===== src/rtl/post_snoop_pkg.sv =====
package post_snoop_pkg;

    localparam int BYTE_W = 8;
    localparam int CODE_W = 2 * BYTE_W;
    localparam int NDIG   = CODE_W / 4;
    localparam int SEG_W  = 7;

    typedef enum logic [1:0] {
        POL_EAGER  = 2'd0,
        POL_POLITE = 2'd1,
        POL_LISTEN = 2'd2,
        POL_QUIET  = 2'd3
    } claim_policy_e;

    typedef enum logic [2:0] {
        ST_IDLE,
        ST_WIN1,
        ST_WIN2,
        ST_OWN_DATA,
        ST_OWN_ACK,
        ST_SNOOP
    } snoop_state_e;

    typedef struct packed {
        logic hit;
        logic upper;
    } port_hit_t;

    typedef struct packed {
        logic              strobe;
        logic              upper;
        logic [BYTE_W-1:0] data;
    } capture_t;

    function automatic logic [SEG_W-1:0] hex_seg(input logic [3:0] n);
        logic [SEG_W-1:0] s;
        case (n)
            4'h0: s = 7'h3F;
            4'h1: s = 7'h06;
            4'h2: s = 7'h5B;
            4'h3: s = 7'h4F;
            4'h4: s = 7'h66;
            4'h5: s = 7'h6D;
            4'h6: s = 7'h7D;
            4'h7: s = 7'h07;
            4'h8: s = 7'h7F;
            4'h9: s = 7'h6F;
            4'hA: s = 7'h77;
            4'hB: s = 7'h7C;
            4'hC: s = 7'h39;
            4'hD: s = 7'h5E;
            4'hE: s = 7'h79;
            default: s = 7'h71;
        endcase
        return s;
    endfunction

endpackage


===== src/rtl/post_port_decode.sv =====
module post_port_decode
    import post_snoop_pkg::*;
#(
    parameter int          ADDR_W  = 16,
    parameter logic [15:0] LO_PORT = 16'h0080
) (
    input  logic              addr_valid,
    input  logic [ADDR_W-1:0] addr,
    input  logic              is_write,
    input  logic              is_io,
    input  logic              wide,
    output port_hit_t         hit_o
);
    localparam logic [ADDR_W-1:0] LO_A = ADDR_W'(LO_PORT);
    localparam logic [ADDR_W-1:0] HI_A = ADDR_W'(LO_PORT + 16'd1);

    logic lo_match;
    logic hi_match;

    always_comb begin
        lo_match     = (addr == LO_A);
        hi_match     = wide && (addr == HI_A);
        hit_o.hit    = addr_valid && is_write && is_io && (lo_match || hi_match);
        hit_o.upper  = hi_match;
    end

endmodule


===== src/rtl/post_claim_fsm.sv =====
module post_claim_fsm
    import post_snoop_pkg::*;
#(
    parameter int DUMMY_W = 1
) (
    input  logic          clk,
    input  logic          rst,
    input  claim_policy_e policy,
    input  port_hit_t     hit,
    input  logic          other_claim,
    input  logic          other_ack,
    input  logic          data_valid,
    output logic          claim_o,
    output logic          ack_o,
    output logic          cap_strobe,
    output logic          cap_upper
);
    snoop_state_e         state;
    snoop_state_e         nxt;
    logic [DUMMY_W-1:0]   upper_q;

    always_comb begin
        nxt = state;
        case (state)
            ST_IDLE: begin
                if (hit.hit)
                    nxt = (policy == POL_EAGER) ? ST_OWN_DATA : ST_WIN1;
            end
            ST_WIN1: begin
                if (other_claim)
                    nxt = ST_SNOOP;
                else if (policy == POL_POLITE)
                    nxt = ST_OWN_DATA;
                else
                    nxt = ST_WIN2;
            end
            ST_WIN2:     nxt = other_claim ? ST_SNOOP : ST_IDLE;
            ST_OWN_DATA: if (data_valid) nxt = ST_OWN_ACK;
            ST_OWN_ACK:  nxt = ST_IDLE;
            ST_SNOOP:    if (data_valid && other_ack) nxt = ST_IDLE;
            default:     nxt = ST_IDLE;
        endcase
    end

    always_ff @(posedge clk) begin
        if (rst) begin
            state   <= ST_IDLE;
            upper_q <= '0;
        end else begin
            state <= nxt;
            if (state == ST_IDLE && hit.hit)
                upper_q <= DUMMY_W'(hit.upper);
        end
    end

    always_comb begin
        claim_o    = (state == ST_OWN_DATA) || (state == ST_OWN_ACK);
        ack_o      = (state == ST_OWN_ACK);
        cap_strobe = ((state == ST_OWN_DATA) && data_valid) ||
                     ((state == ST_SNOOP) && data_valid && other_ack);
        cap_upper  = upper_q[0];
    end

    AST_EAGER_CLAIM: assert property (@(posedge clk) disable iff (rst)
        (state == ST_IDLE && hit.hit && policy == POL_EAGER) |=> claim_o);
    AST_POLITE_DEFER: assert property (@(posedge clk) disable iff (rst)
        (state == ST_IDLE && hit.hit && policy == POL_POLITE) |=> !claim_o);
    AST_POLITE_YIELD: assert property (@(posedge clk) disable iff (rst)
        (state == ST_WIN1 && other_claim) |=> (!claim_o && !ack_o));
    AST_ACK_SINGLE: assert property (@(posedge clk) disable iff (rst)
        ack_o |=> !ack_o);
    AST_ACK_UNDER_CLAIM: assert property (@(posedge clk) disable iff (rst)
        ack_o |-> claim_o);
    AST_ACK_AFTER_DATA: assert property (@(posedge clk) disable iff (rst)
        $rose(ack_o) |-> $past(data_valid));

endmodule


===== src/rtl/post_code_latch.sv =====
module post_code_latch
    import post_snoop_pkg::*;
(
    input  logic              clk,
    input  logic              rst,
    input  capture_t          cap,
    input  logic              wide,
    output logic [CODE_W-1:0] code_o,
    output logic              valid_o
);
    logic [BYTE_W-1:0] pend_hi;

    always_ff @(posedge clk) begin
        if (rst) begin
            code_o  <= '0;
            pend_hi <= '0;
            valid_o <= 1'b0;
        end else begin
            valid_o <= 1'b0;
            if (cap.strobe) begin
                if (cap.upper) begin
                    pend_hi <= cap.data;
                end else begin
                    code_o  <= wide ? {pend_hi, cap.data} : {{BYTE_W{1'b0}}, cap.data};
                    valid_o <= 1'b1;
                end
            end
        end
    end

    AST_CODE_HOLD: assert property (@(posedge clk) disable iff (rst)
        !(cap.strobe && !cap.upper) |=> $stable(code_o));
    AST_VALID_ONE: assert property (@(posedge clk) disable iff (rst)
        valid_o |=> !valid_o);
    AST_HI_STAGE_QUIET: assert property (@(posedge clk) disable iff (rst)
        (cap.strobe && cap.upper) |=> !valid_o);

endmodule


===== src/rtl/post_hex_view.sv =====
module post_hex_view
    import post_snoop_pkg::*;
(
    input  logic                    clk,
    input  logic [CODE_W-1:0]       code,
    input  logic                    wide,
    output logic [NDIG*SEG_W-1:0]   seg_o,
    output logic [NDIG-1:0]         en_o
);
    localparam int LO_DIG = NDIG / 2;

    for (genvar g = 0; g < NDIG; g++) begin : g_digit
        if (g < LO_DIG) begin : g_lo
            assign en_o[g] = 1'b1;
        end else begin : g_hi
            assign en_o[g] = wide;
        end
        assign seg_o[g*SEG_W +: SEG_W] = en_o[g] ? hex_seg(code[g*4 +: 4]) : '0;
    end

    AST_LOW_DIGITS_LIT: assert property (@(posedge clk)
        en_o[LO_DIG-1:0] == '1);

endmodule


===== src/rtl/post_code_snooper.sv =====
module post_code_snooper
    import post_snoop_pkg::*;
#(
    parameter int          ADDR_W  = 16,
    parameter logic [15:0] LO_PORT = 16'h0080
) (
    input  logic                   clk,
    input  logic                   rst,
    input  logic [1:0]             cfg_policy,
    input  logic                   cfg_wide,
    input  logic                   bus_addr_valid,
    input  logic [ADDR_W-1:0]      bus_addr,
    input  logic                   bus_write,
    input  logic                   bus_io,
    input  logic [BYTE_W-1:0]      bus_data,
    input  logic                   bus_data_valid,
    input  logic                   bus_other_claim,
    input  logic                   bus_other_ack,
    output logic                   snp_claim,
    output logic                   snp_ack,
    output logic [CODE_W-1:0]      code_out,
    output logic                   code_valid,
    output logic [NDIG*SEG_W-1:0]  seg_out,
    output logic [NDIG-1:0]        digit_en
);
    port_hit_t     hit;
    capture_t      cap;
    claim_policy_e policy;
    logic          strobe;
    logic          upper;

    assign policy = claim_policy_e'(cfg_policy);

    post_port_decode #(.ADDR_W(ADDR_W), .LO_PORT(LO_PORT)) u_decode (
        .addr_valid (bus_addr_valid),
        .addr       (bus_addr),
        .is_write   (bus_write),
        .is_io      (bus_io),
        .wide       (cfg_wide),
        .hit_o      (hit)
    );

    post_claim_fsm #(.DUMMY_W(1)) u_fsm (
        .clk         (clk),
        .rst         (rst),
        .policy      (policy),
        .hit         (hit),
        .other_claim (bus_other_claim),
        .other_ack   (bus_other_ack),
        .data_valid  (bus_data_valid),
        .claim_o     (snp_claim),
        .ack_o       (snp_ack),
        .cap_strobe  (strobe),
        .cap_upper   (upper)
    );

    always_comb begin
        cap.strobe = strobe;
        cap.upper  = upper;
        cap.data   = bus_data;
    end

    post_code_latch u_latch (
        .clk     (clk),
        .rst     (rst),
        .cap     (cap),
        .wide    (cfg_wide),
        .code_o  (code_out),
        .valid_o (code_valid)
    );

    post_hex_view u_view (
        .clk   (clk),
        .code  (code_out),
        .wide  (cfg_wide),
        .seg_o (seg_out),
        .en_o  (digit_en)
    );

    AST_LISTEN_NO_DRIVE: assert property (@(posedge clk) disable iff (rst)
        (cfg_policy[1] && $stable(cfg_policy)) |-> (!snp_ack || $past(!cfg_policy[1])));
    AST_RESET_QUIET: assert property (@(posedge clk)
        $past(rst) |-> (!snp_claim && !snp_ack && !code_valid));

endmodule


===== config.mk =====
export PLATFORM = sky130hd
export DESIGN_NAME = post_code_snooper
export DESIGN_NICKNAME = d
export VERILOG_FILES = /design/src/rtl/post_snoop_pkg.sv /design/src/rtl/post_port_decode.sv /design/src/rtl/post_claim_fsm.sv /design/src/rtl/post_code_latch.sv /design/src/rtl/post_hex_view.sv /design/src/rtl/post_code_snooper.sv
export SDC_FILE = /design/constraint.sdc
export NUM_CORES = 1
export LEC_CHECK = 0
export ABC_CLOCK_PERIOD_IN_PS = 2800
export BUFFER_PORTS_ARGS = -buffer_cell sky130_fd_sc_hd__buf_2
export CAP_MARGIN = 20
export CORE_ASPECT_RATIO = 0.9
export CORE_MARGIN = 5
export CORE_UTILIZATION = 54
export CTS_CLUSTER_DIAMETER = 150
export DETAILED_ROUTE_END_ITERATION = 12
export PLACE_DENSITY = 0.9
export SETUP_SLACK_MARGIN = 0.1
export SYNTH_ARGS = -nofsm -noshare
export SYNTH_HDL_FRONTEND = slang
export SYNTH_SLANG_ARGS = --single-unit

===== constraint.sdc =====
create_clock -name clk -period 2.8 [get_ports clk]
set_input_delay 0.56 -clock clk [delete_from_list [all_inputs] [get_ports clk]]
set_output_delay 0.56 -clock clk [all_outputs]
set_load 0.02 [all_outputs]

==> impl_metrics.toml, run 1 <==
[power]
power_uw = 1599
pwr-share-seq_pct = 50.7
swShare_pct = 24.01
clkPwrFrac_pct = 42.6
ir_drop_uv = 435.6
internal-power_uw = 1215
p_per_area_mw_per_mm2 = 372.4
p_switching_uw = 383.9
p_leak_uw = 0.001944
power_frac_comb_pct = 6.7

[yosys]
seq_area_frac_synth_pct = 31.87
synth_top_cell_area_share_pct = 31.87
netlist-cell-type-count = 68
syn_inst = 414
synth_area_leaders = "dfxtp_1 (32%), ha_1 (9.4%), mux2i_1 (5.0%)"
syn-cell-area_mm2 = 0.003581
yosys.area.top_type = "dfxtp_1"
avgSynthCellArea_um2 = 8.650
synthFlopType = "dfxtp_1"
yosys_warnings = 0
ys_ff_latch = 57
synthArstFlopShare_pct = 0
synth_edf_count = 0

[clock_network]
cts_tree = "done"
postCtsHoldBufs = 0
cts.sinks = 57
clockBufferDepth = 2
cts_inserted_buffers = 9
worst_skew_pair.late_latency_ns = 0.34
htreeDepth = 3
clockRootBuffer = "clkbuf_8"
cts.reportedPaths.clkPinSlew_ns = 0.06

[sta]
clock_skew_ns = 0.007252
setup_viol = 0
fin_setup_tns_ns = 0
fmax_mhz = 401.6
slew_headroom_pct = 63.04
drv_slew = 0
tightestPinTransition_ns = 0.5543
fin_ws_ns = 0.3102
period_minus_slack_ns = 2.490
rsz0062_at_grt = "no"
final-hold-violation-count = 0
fin_crit_sh_pct = 88.92

[layout]
multi_input_area_mm2 = 0.002210
area.growth.synth_to_final_pct = 19.92
fillCellCount = 568
drive_above_1_share_pct = 27.02
regArea_mm2 = 0.001141
nets = 564
diodes = 0

[die]
coreArea_mm2 = 0.006516
die_height_um = 87.26
start_util_pct = 54.95
io_pins = 86
fp.dieW_um = 95.84
design.die.area_mm2 = 0.008363
num_rows = 28

[routing]
vias = 3439
wl_per_cell_um = 15.41
drtPass1Iterations = 5
drcViolationCount = 0
totalWireLength_um = 9201
viasPerCell = 5.760
drt-initial-drc-count = 246
ant_nets = 0

[critical_path]
startpoint_type = "flop"
worst_r2r_startpoint = "u_fsm.state[2]$_SDFFE_PP0P_"
slowest_delay_ns = 0.47
worstSetupEndpointType = "flop"
r2r_slack_ns = 0.31
cpMaxStageDelayCell = "a211o_1"
worst-r2r-cell-count = 9
cp.required_ns = 3.08
critPathMaxFanout = 11
cpMostUsedCell = "inv_1"
crit_chain = "nand2b_4, a211o_1, nor2_1, a21oi_1, or2_2, ha_1, inv_1, mux4_2, inv_1"
critPathKind = "flop to flop"
worstPathArrival_ns = 2.77

[flow_run]
drv_cap = 0

[place]
hpwl_um = 6930
port_buffers = 83
pre_cts_slack_ns = 0.05517
gp_congestion = 0.9059

[grt]
grt_usage_pct = 23.42
grt_pass1_wl_um = 15410
antenna_found_initial = 0
overflow = 0
grt_max_degree = 39
grt_pass1_vias = 3299

[hold_path]
min_path_cells = 2
hold_path.class = "flop to flop"
worstHoldStart = "u_latch.pend_hi[1]$_SDFFE_PP0P_"
hold_path_end = "u_latch.pend_hi[1]$_SDFFE_PP0P_"

[run_status]
status = "complete, no violations"
cells by family (layout without fill, tap and decap cells):
logic type | count (synthesis) | after routing | synth area share (%)
buffers and inverters | 50 | 142 | 6.639
DFF | 57 | 57 | 31.87
adders and majority gates | 27 | 27 | 9.434
muxes | 30 | 30 | 9.818
AOI/OAI and AO/OA | 91 | 91 | 17.79
other | 1 | 2 | 0.1047
and+or+nand+nor | 158 | 158 | 24.35
stage by stage:
| stage | cell area, um2 | hold slack (ns) | instances | utilization [%] |
|---|---|---|---|---|
| after floorplan | 3585 | 0.4317 | 415 | - |
| after global placement | 4116 | 0.4419 | 581 | 63.17 |
| after detailed placement | 4116 | 0.4463 | 581 | 63.17 |
| after CTS | 4290 | 0.4531 | 597 | 65.84 |
| after global routing | 4294 | 0.5035 | 597 | 65.90 |
| final | 4294 | 0.4508 | 597 | 65.90 |
critical path: cells and delay by family (launching register included):
family | cells | cell delay [ns]
multiplexers | 1 | 0.46
AND/OR/NAND/NOR | 3 | 0.68
adder cells (fa/ha/maj) | 1 | 0.28
AO/OA/AOI/OAI | 2 | 0.57
buffers and inverters | 2 | 0.10
flip-flops | 1 | 0.34
layout make-up:
type                       count  share of cell area, %
sequential                    57                  26.57
tap                           90                  2.622
clock buffer                  13                  3.700
clock inverter                 3                 0.3497
inverter                      25                  2.185
multi-input combinational    308                  51.46
timing repair buffer         101                  13.11
layer usage:
layer | vias to the layer above | wire length [um] | global-route usage (%)
met4 | 0 | 165 | 8.527
met5 | - | 0 | 0
met3 | 22 | 631 | 6.223
met1 | 1622 | 3886 | 28.68
li1 | 1659 | - | -
met2 | 136 | 4517 | 39.33
synth_stat cells (3+ instances only):
cell,n
dfxtp_1,57
nor2_1,35
a21oi_1,27
ha_1,27
inv_1,25
nand2_1,21
and2_1,18
mux2i_1,18
nor3_1,16
o21ai_0,11
clkbuf_1,10
nand3_1,10
nor2b_1,10
a211oi_1,8
and3_1,8
nand2b_1,8
a22oi_1,6
buf_4,6
mux2_2,6
nand3b_1,5
a2bb2oi_1,4
buf_2,4
nor4_1,4
nor4b_1,4
or2_2,4
buf_6,3
mux2_4,3
nand4_1,3
o21a_1,3
how the worst max path moves through the flow:
stage	from	to	slack, ns	cells after the start
2_1_floorplan	bus_data_valid	flop	0.16	11
3_5_place_dp	bus_data_valid	flop	0.06	10
5_1_grt	u_fsm.state[1]$_SDFFE_PP0P_	flop	0.12	7
4_1_cts	u_fsm.state[2]$_SDFFE_PP0P_	flop	0.30	9
3_3_place_gp	bus_data_valid	flop	0.19	10
6_report	u_fsm.state[2]$_SDFFE_PP0P_	flop	0.31	9
repair_timing:
action | 4_1_cts | 5_1_grt
gates resized for setup | 0 | 1
endpoints found under the setup margin | 0 | 1
setup buffers | 0 | 0
power groups by stage:
stage,Clock [uW],Combinational (uW),Sequential (uW)
floorplan,0,53.4,829
global placement,0,103,829
detailed placement,0,105,829
CTS,695,106,811
global route,726,116,810
finish,681,107,811
placed cells by master (no fill, tap or decap), types with 3 or more instances in the layout:
master      n
or2_2       4
dfxtp_1    57
nor2b_1    10
a21oi_1    26
and3_1      8
clkbuf_8   11
o21a_1      3
a2bb2oi_1   4
nor4_1      4
nor2_1     35
mux2_2      6
nand3_1    10
o21ai_0    11
nand4_1     3
ha_1       27
and2_1     18
nor4b_1     4
mux2_4      3
buf_4      17
nor3_1     16
nand3b_1    5
a211oi_1    8
clkinv_2    3
nand2_1    21
nand2b_1    8
inv_1      25
mux2i_1    18
a22oi_1     6
buf_2      83
Note: power is estimated with default switching activity, not from simulation.
==> run 2: changes to the inputs <==
Settings changed: CORE_UTILIZATION 54 to 49, PLACE_DENSITY 0.9 to 0.89, SYNTH_HIERARCHICAL set to 1.
==> impl_metrics.toml, run 2 <==
[layout]
fillCellCount = 430
multi_input_area_mm2 = 0.001597
drive_above_1_share_pct = 31.38
diodes = 0
final_cell_mix = "buf_2 (83), nand2_1 (45), a21oi_1 (30)"
nets = 437
reg.largest.list = "u_latch/code_o: 16 flops, u_latch/pend_hi: 8 flops, u_fsm/state: 3 flops"
top_register = "u_latch/code_o"
final_area_mm2 = 0.002864
largest_reg_flops = 16
regArea_um2 = 580.6
area.growth.synth_to_final_pct = 16.79
mostFrequentLayoutCell = "buf_2"
final_cells = 441

[critical_path]
cpMaxStageDelayCell = "dfxtp_1"
worstSetupEndpointType = "output pin"
path_buf_inv = 3
slowest_delay_ns = 0.46
cp.required_ns = 2.24
critPathKind = "flop to output pin"
worstPathArrival_ns = 1.95
critical-path-top-delay-family = "flip-flops"
cpMostUsedCell = "inv_1"
startpoint_type = "flop"
critPathMaxFanout = 7
crit_chain = "inv_1, ha_1, inv_1, mux4_2, nor2_1, buf_2"

[yosys]
syn_inst = 309
synthFlopType = "dfxtp_1"
syn-cell-area_mm2 = 0.002452
synth_top_cell_area_share_pct = 23.67
synth_edf_count = 0
synthTopCellsByCount = "nand2_1 (45), a21oi_1 (30), dfxtp_1 (29)"
synthArstFlopShare_pct = 0
synth_area_leaders = "dfxtp_1 (24%), ha_1 (13%), nand2_1 (6.9%)"
yosys.area.top_type = "dfxtp_1"
seq_area_frac_synth_pct = 23.67
netlist-cell-type-count = 51
yosysMostFrequentCell = "nand2_1"
avgSynthCellArea_um2 = 7.936
ys_ff_latch = 29
yosys_warnings = 6

[sta]
drv_slew = 0
period_minus_slack_ns = 2.515
clock_skew_ns = 0.001049
setup_viol = 0
fin_setup_tns_ns = 0
fin_hold_ws_ns = 0.4665
slew_headroom_pct = 58.08
fin_crit_sh_pct = 89.81
rsz0062_at_grt = "no"
tightestPinTransition_ns = 0.6287
fmax_mhz = 397.7
final-hold-violation-count = 0

[clock_network]
postCtsHoldBufs = 0
clockBufferDepth = 2
cts_setup_buffers = 0
htreeDepth = 2
cts.reportedPaths.clkPinSlew_ns = 0.06
ctsResizeCount = 0
cts_inserted_buffers = 5
cts.sinks = 29
worst_skew_pair.late_latency_ns = 0.27
clockRootBuffer = "clkbuf_8"
cts_tree = "done"

[grt]
grt_pass1_vias = 2320
antenna_found_initial = 0
grt_usage_pct = 18.28
grt_pass1_wl_um = 10100
grt_max_degree = 31
grtUsageMet3_pct = 4.609
gr-max-usage-layer = "met2"
grt_util_met1_pct = 20.53
met2_usage_pct = 33.18
overflow = 0

[power]
p_leak_uw = 0.001161
ir_drop_uv = 327.9
p_per_area_mw_per_mm2 = 372.9

[routing]
drcViolationCount = 0
totalWireLength_um = 5883
drt-initial-drc-count = 103
viasPerCell = 5.263
wl_per_cell_um = 13.34
drtPass1Iterations = 4
ant_nets = 0
vias = 2321

[place]
hpwl_um = 4478
dp_cells = 434
port_buffers = 83
place_area_mm2 = 0.002778
gp_congestion = 0.8630

[die]
start_util_pct = 50.72
fp.dieW_um = 84.57
num_rows = 24
coreArea_mm2 = 0.004835
design.die.area_mm2 = 0.006522
die_height_um = 77.12
io_pins = 86

[hold_path]
hold_path.class = "flop to flop"

[run_status]
status = "complete, no violations"

[flow_run]
drv_cap = 0
==> run 2: cell families after synthesis <==
logic type	synth area share (%)
simple gates	25.05
compound gates	21.12
buf+inv	11.38
flops	23.67
fa+ha+maj	13.27
mux	5.357
other cells	0.1529
==> run 2: cell type report <==
class / count / share of cell area (%)
Multi-Input combinational cell: 233 / 55.74
Sequential cell: 29 / 20.27
Timing Repair Buffer: 86 / 15.29
Clock buffer: 7 / 3.014
Inverter: 21 / 2.840
Tap cell: 65 / 2.840
==> run 2: per-layer routing <==
layer / up-vias / share of wire, %
li1: 1198 / -
met1: 1058 / 42
met2: 54 / 52
met3: 11 / 5.0
met4: 0 / 1.3
met5: - / 0
==> run 2: power breakdown <==
group	internal, uW	total (uW)	switching, uW
Clock	194	338	144
Combinational	112	250	138
Sequential	429	480	50.9
Total	735	1070	333
==> run 2: path summary, 6_finish.rpt <==
check	start	to	slack [ns]	cells after the start
worst min register to register	u_latch/pend_hi[2]$_SDFFE_PP0P_	u_latch/pend_hi[2]$_SDFFE_PP0P_	0.47	2
worst max-delay path	u_latch/code_o[13]$_SDFFE_PP0P_	seg_out[24]	0.29	6
worst min-delay path	u_latch/pend_hi[2]$_SDFFE_PP0P_	u_latch/pend_hi[2]$_SDFFE_PP0P_	0.47	2
worst max register to register	u_fsm/state[1]$_SDFFE_PP0P_	u_latch/code_o[12]$_SDFFE_PP0P_	1.01	7
==> run 2: per-stage QoR <==
step | power (uW) | util [%] | worst slack (ns)
floorplan | 684.0 | - | 0.4873
global placement | 727.7 | 57.45 | 0.6878
detailed placement | 737.0 | 57.45 | 0.5880
CTS | 1078 | 59.24 | 0.2853
global route | 1128 | 59.24 | 0.2032
finish | 1068 | 59.24 | 0.2854
==> run 2: worst register-to-register path, stage by stage, from the launching register on <==
cell,delay (ns)
dfxtp_1,0.58
nand2b_1,0.14
a21oi_1,0.16
buf_4,0.20
nor2b_1,0.19
buf_4,0.18
nand3_1,0.10
a21oi_2,0.17
==> run 3: changes to the inputs <==
Settings changed: CORE_ASPECT_RATIO 0.9 to not set.
==> impl_metrics.toml, run 3 (synthesis results as in run 2) <==
[run_status]
status = "complete, no violations"

[sta]
fin_crit_sh_pct = 88.34
drv_slew = 0
setup_viol = 0
rsz0062_at_grt = "no"
fmax_mhz = 404.3
fin_setup_tns_ns = 0
period_minus_slack_ns = 2.473
final-hold-violation-count = 0
fin_ws_ns = 0.3265
fin_hold_ws_ns = 0.4604
slew_headroom_pct = 59.87
tightestPinTransition_ns = 0.6019
clock_skew_ns = 0.005634

[layout]
nets = 437
fillCellCount = 444
drive_above_1_share_pct = 31.83
regArea_um2 = 580.6
largest_reg_flops = 16
mostFrequentLayoutCell = "buf_2"
area.growth.synth_to_final_pct = 18.83
final_cell_mix = "buf_2 (83), nand2_1 (45), a21oi_1 (30)"
reg.largest.list = "u_latch/code_o: 16 flops, u_latch/pend_hi: 8 flops, u_fsm/state: 3 flops"
diodes = 0
multi_input_area_mm2 = 0.001597
final_area_mm2 = 0.002914
top_register = "u_latch/code_o"

[routing]
totalWireLength_um = 5543
wl_per_cell_um = 12.48
drtPass1Iterations = 4
vias = 2307
drcViolationCount = 0
viasPerCell = 5.196
drt-initial-drc-count = 95
ant_nets = 0

[clock_network]
cts_setup_buffers = 0
ctsResizeCount = 0
worst_skew_pair.late_latency_ns = 0.28
cts_tree = "done"
cts.reportedPaths.clkPinSlew_ns = 0.06
cts.sinks = 29
cts_inserted_buffers = 5
clockBufferDepth = 2
postCtsHoldBufs = 0
clockRootBuffer = "clkbuf_8"
htreeDepth = 2

[grt]
grt_pass1_vias = 2084
grt_usage_pct = 17.56
grt_pass1_wl_um = 9239
grt_max_degree = 31
overflow = 0
antenna_found_initial = 0

[place]
place_area_mm2 = 0.002780
port_buffers = 83
gp_congestion = 0.8423
hpwl_um = 4328
pre_cts_slack_ns = 0.6175

[critical_path]
cpMostUsedCell = "inv_1"
slowest_delay_ns = 0.44
critPathKind = "flop to output pin"
path_buf_inv = 3
r2r_slack_ns = 1.03
cp.required_ns = 2.24
critical-path-top-delay-family = "flip-flops"
worstSetupEndpointType = "output pin"
worstPathArrival_ns = 1.91
crit_chain = "inv_1, ha_1, inv_1, mux4_2, nor2_1, buf_2"
critPathMaxFanout = 7
startpoint_type = "flop"
cpMaxStageDelayCell = "dfxtp_1"

[die]
fp.dieW_um = 80.75
start_util_pct = 51.24
die_height_um = 80.75
num_rows = 25
coreArea_mm2 = 0.004786
io_pins = 86
design.die.area_mm2 = 0.006520

[flow_run]
drv_cap = 0

[power]
p_leak_uw = 0.001185
p_per_area_mw_per_mm2 = 425.1
ir_drop_uv = 314.5
power_uw = 1239

[hold_path]
hold_path.class = "flop to flop"
run 3: cell types whose count changed in the layout (fill, tap and decap cells not counted), sizes merged:
cell	delta
clkinv	+1
clkbuf	-2
bufinv	+2
run 3: stage by stage:
stage / utilization [%] / cells
2_1_floorplan: - / 310
3_3_place_gp: 58.09 / 436
3_5_place_dp: 58.09 / 436
4_1_cts: 60.89 / 444
5_1_grt: 60.89 / 444
6_report: 60.89 / 444
run 3: worst register-to-register path, delay by kind of cell (launching register included):
kind	cells	cell delay [ns]
flip-flops	1	0.58
AND/OR/NAND/NOR	3	0.41
buffers and inverters	2	0.37
AO/OA/AOI/OAI	2	0.33
run 3: cell type report:
type / count / area share (%)
clock buffer: 5 / 2.362
clock inverter: 3 / 2.233
inverter: 21 / 2.791
multi-input combinational: 233 / 54.79
sequential: 29 / 19.92
tap: 67 / 2.877
timing repair buffer: 86 / 15.03
run 3: layer usage:
metal  track usage [%]  part of all wire [%]  up-vias
met5                 0                     0        -
met4             5.574                   1.5        0
met3             3.437                   5.8       10
met2             31.87                    50       59
met1             20.74                    42     1040
li1                  -                     -     1198
run 3: worst paths after layout:
| check | startpoint | endpoint | cells past startpoint |
|---|---|---|---|
| worst max register to register | u_fsm/state[1]$_SDFFE_PP0P_ | u_latch/code_o[9]$_SDFFE_PP0P_ | 7 |
| worst min register to register | u_latch/pend_hi[6]$_SDFFE_PP0P_ | u_latch/pend_hi[6]$_SDFFE_PP0P_ | 2 |
| worst min-delay path | u_latch/pend_hi[6]$_SDFFE_PP0P_ | u_latch/pend_hi[6]$_SDFFE_PP0P_ | 2 |
| worst max-delay path | u_latch/code_o[12]$_SDFFE_PP0P_ | seg_out[24] | 6 |
run 3: power breakdown:
part / switching [uW] / internal, uW
sequential: 51.5 / 429
combinational: 136 / 112
clock: 157 / 353
total: 345 / 894
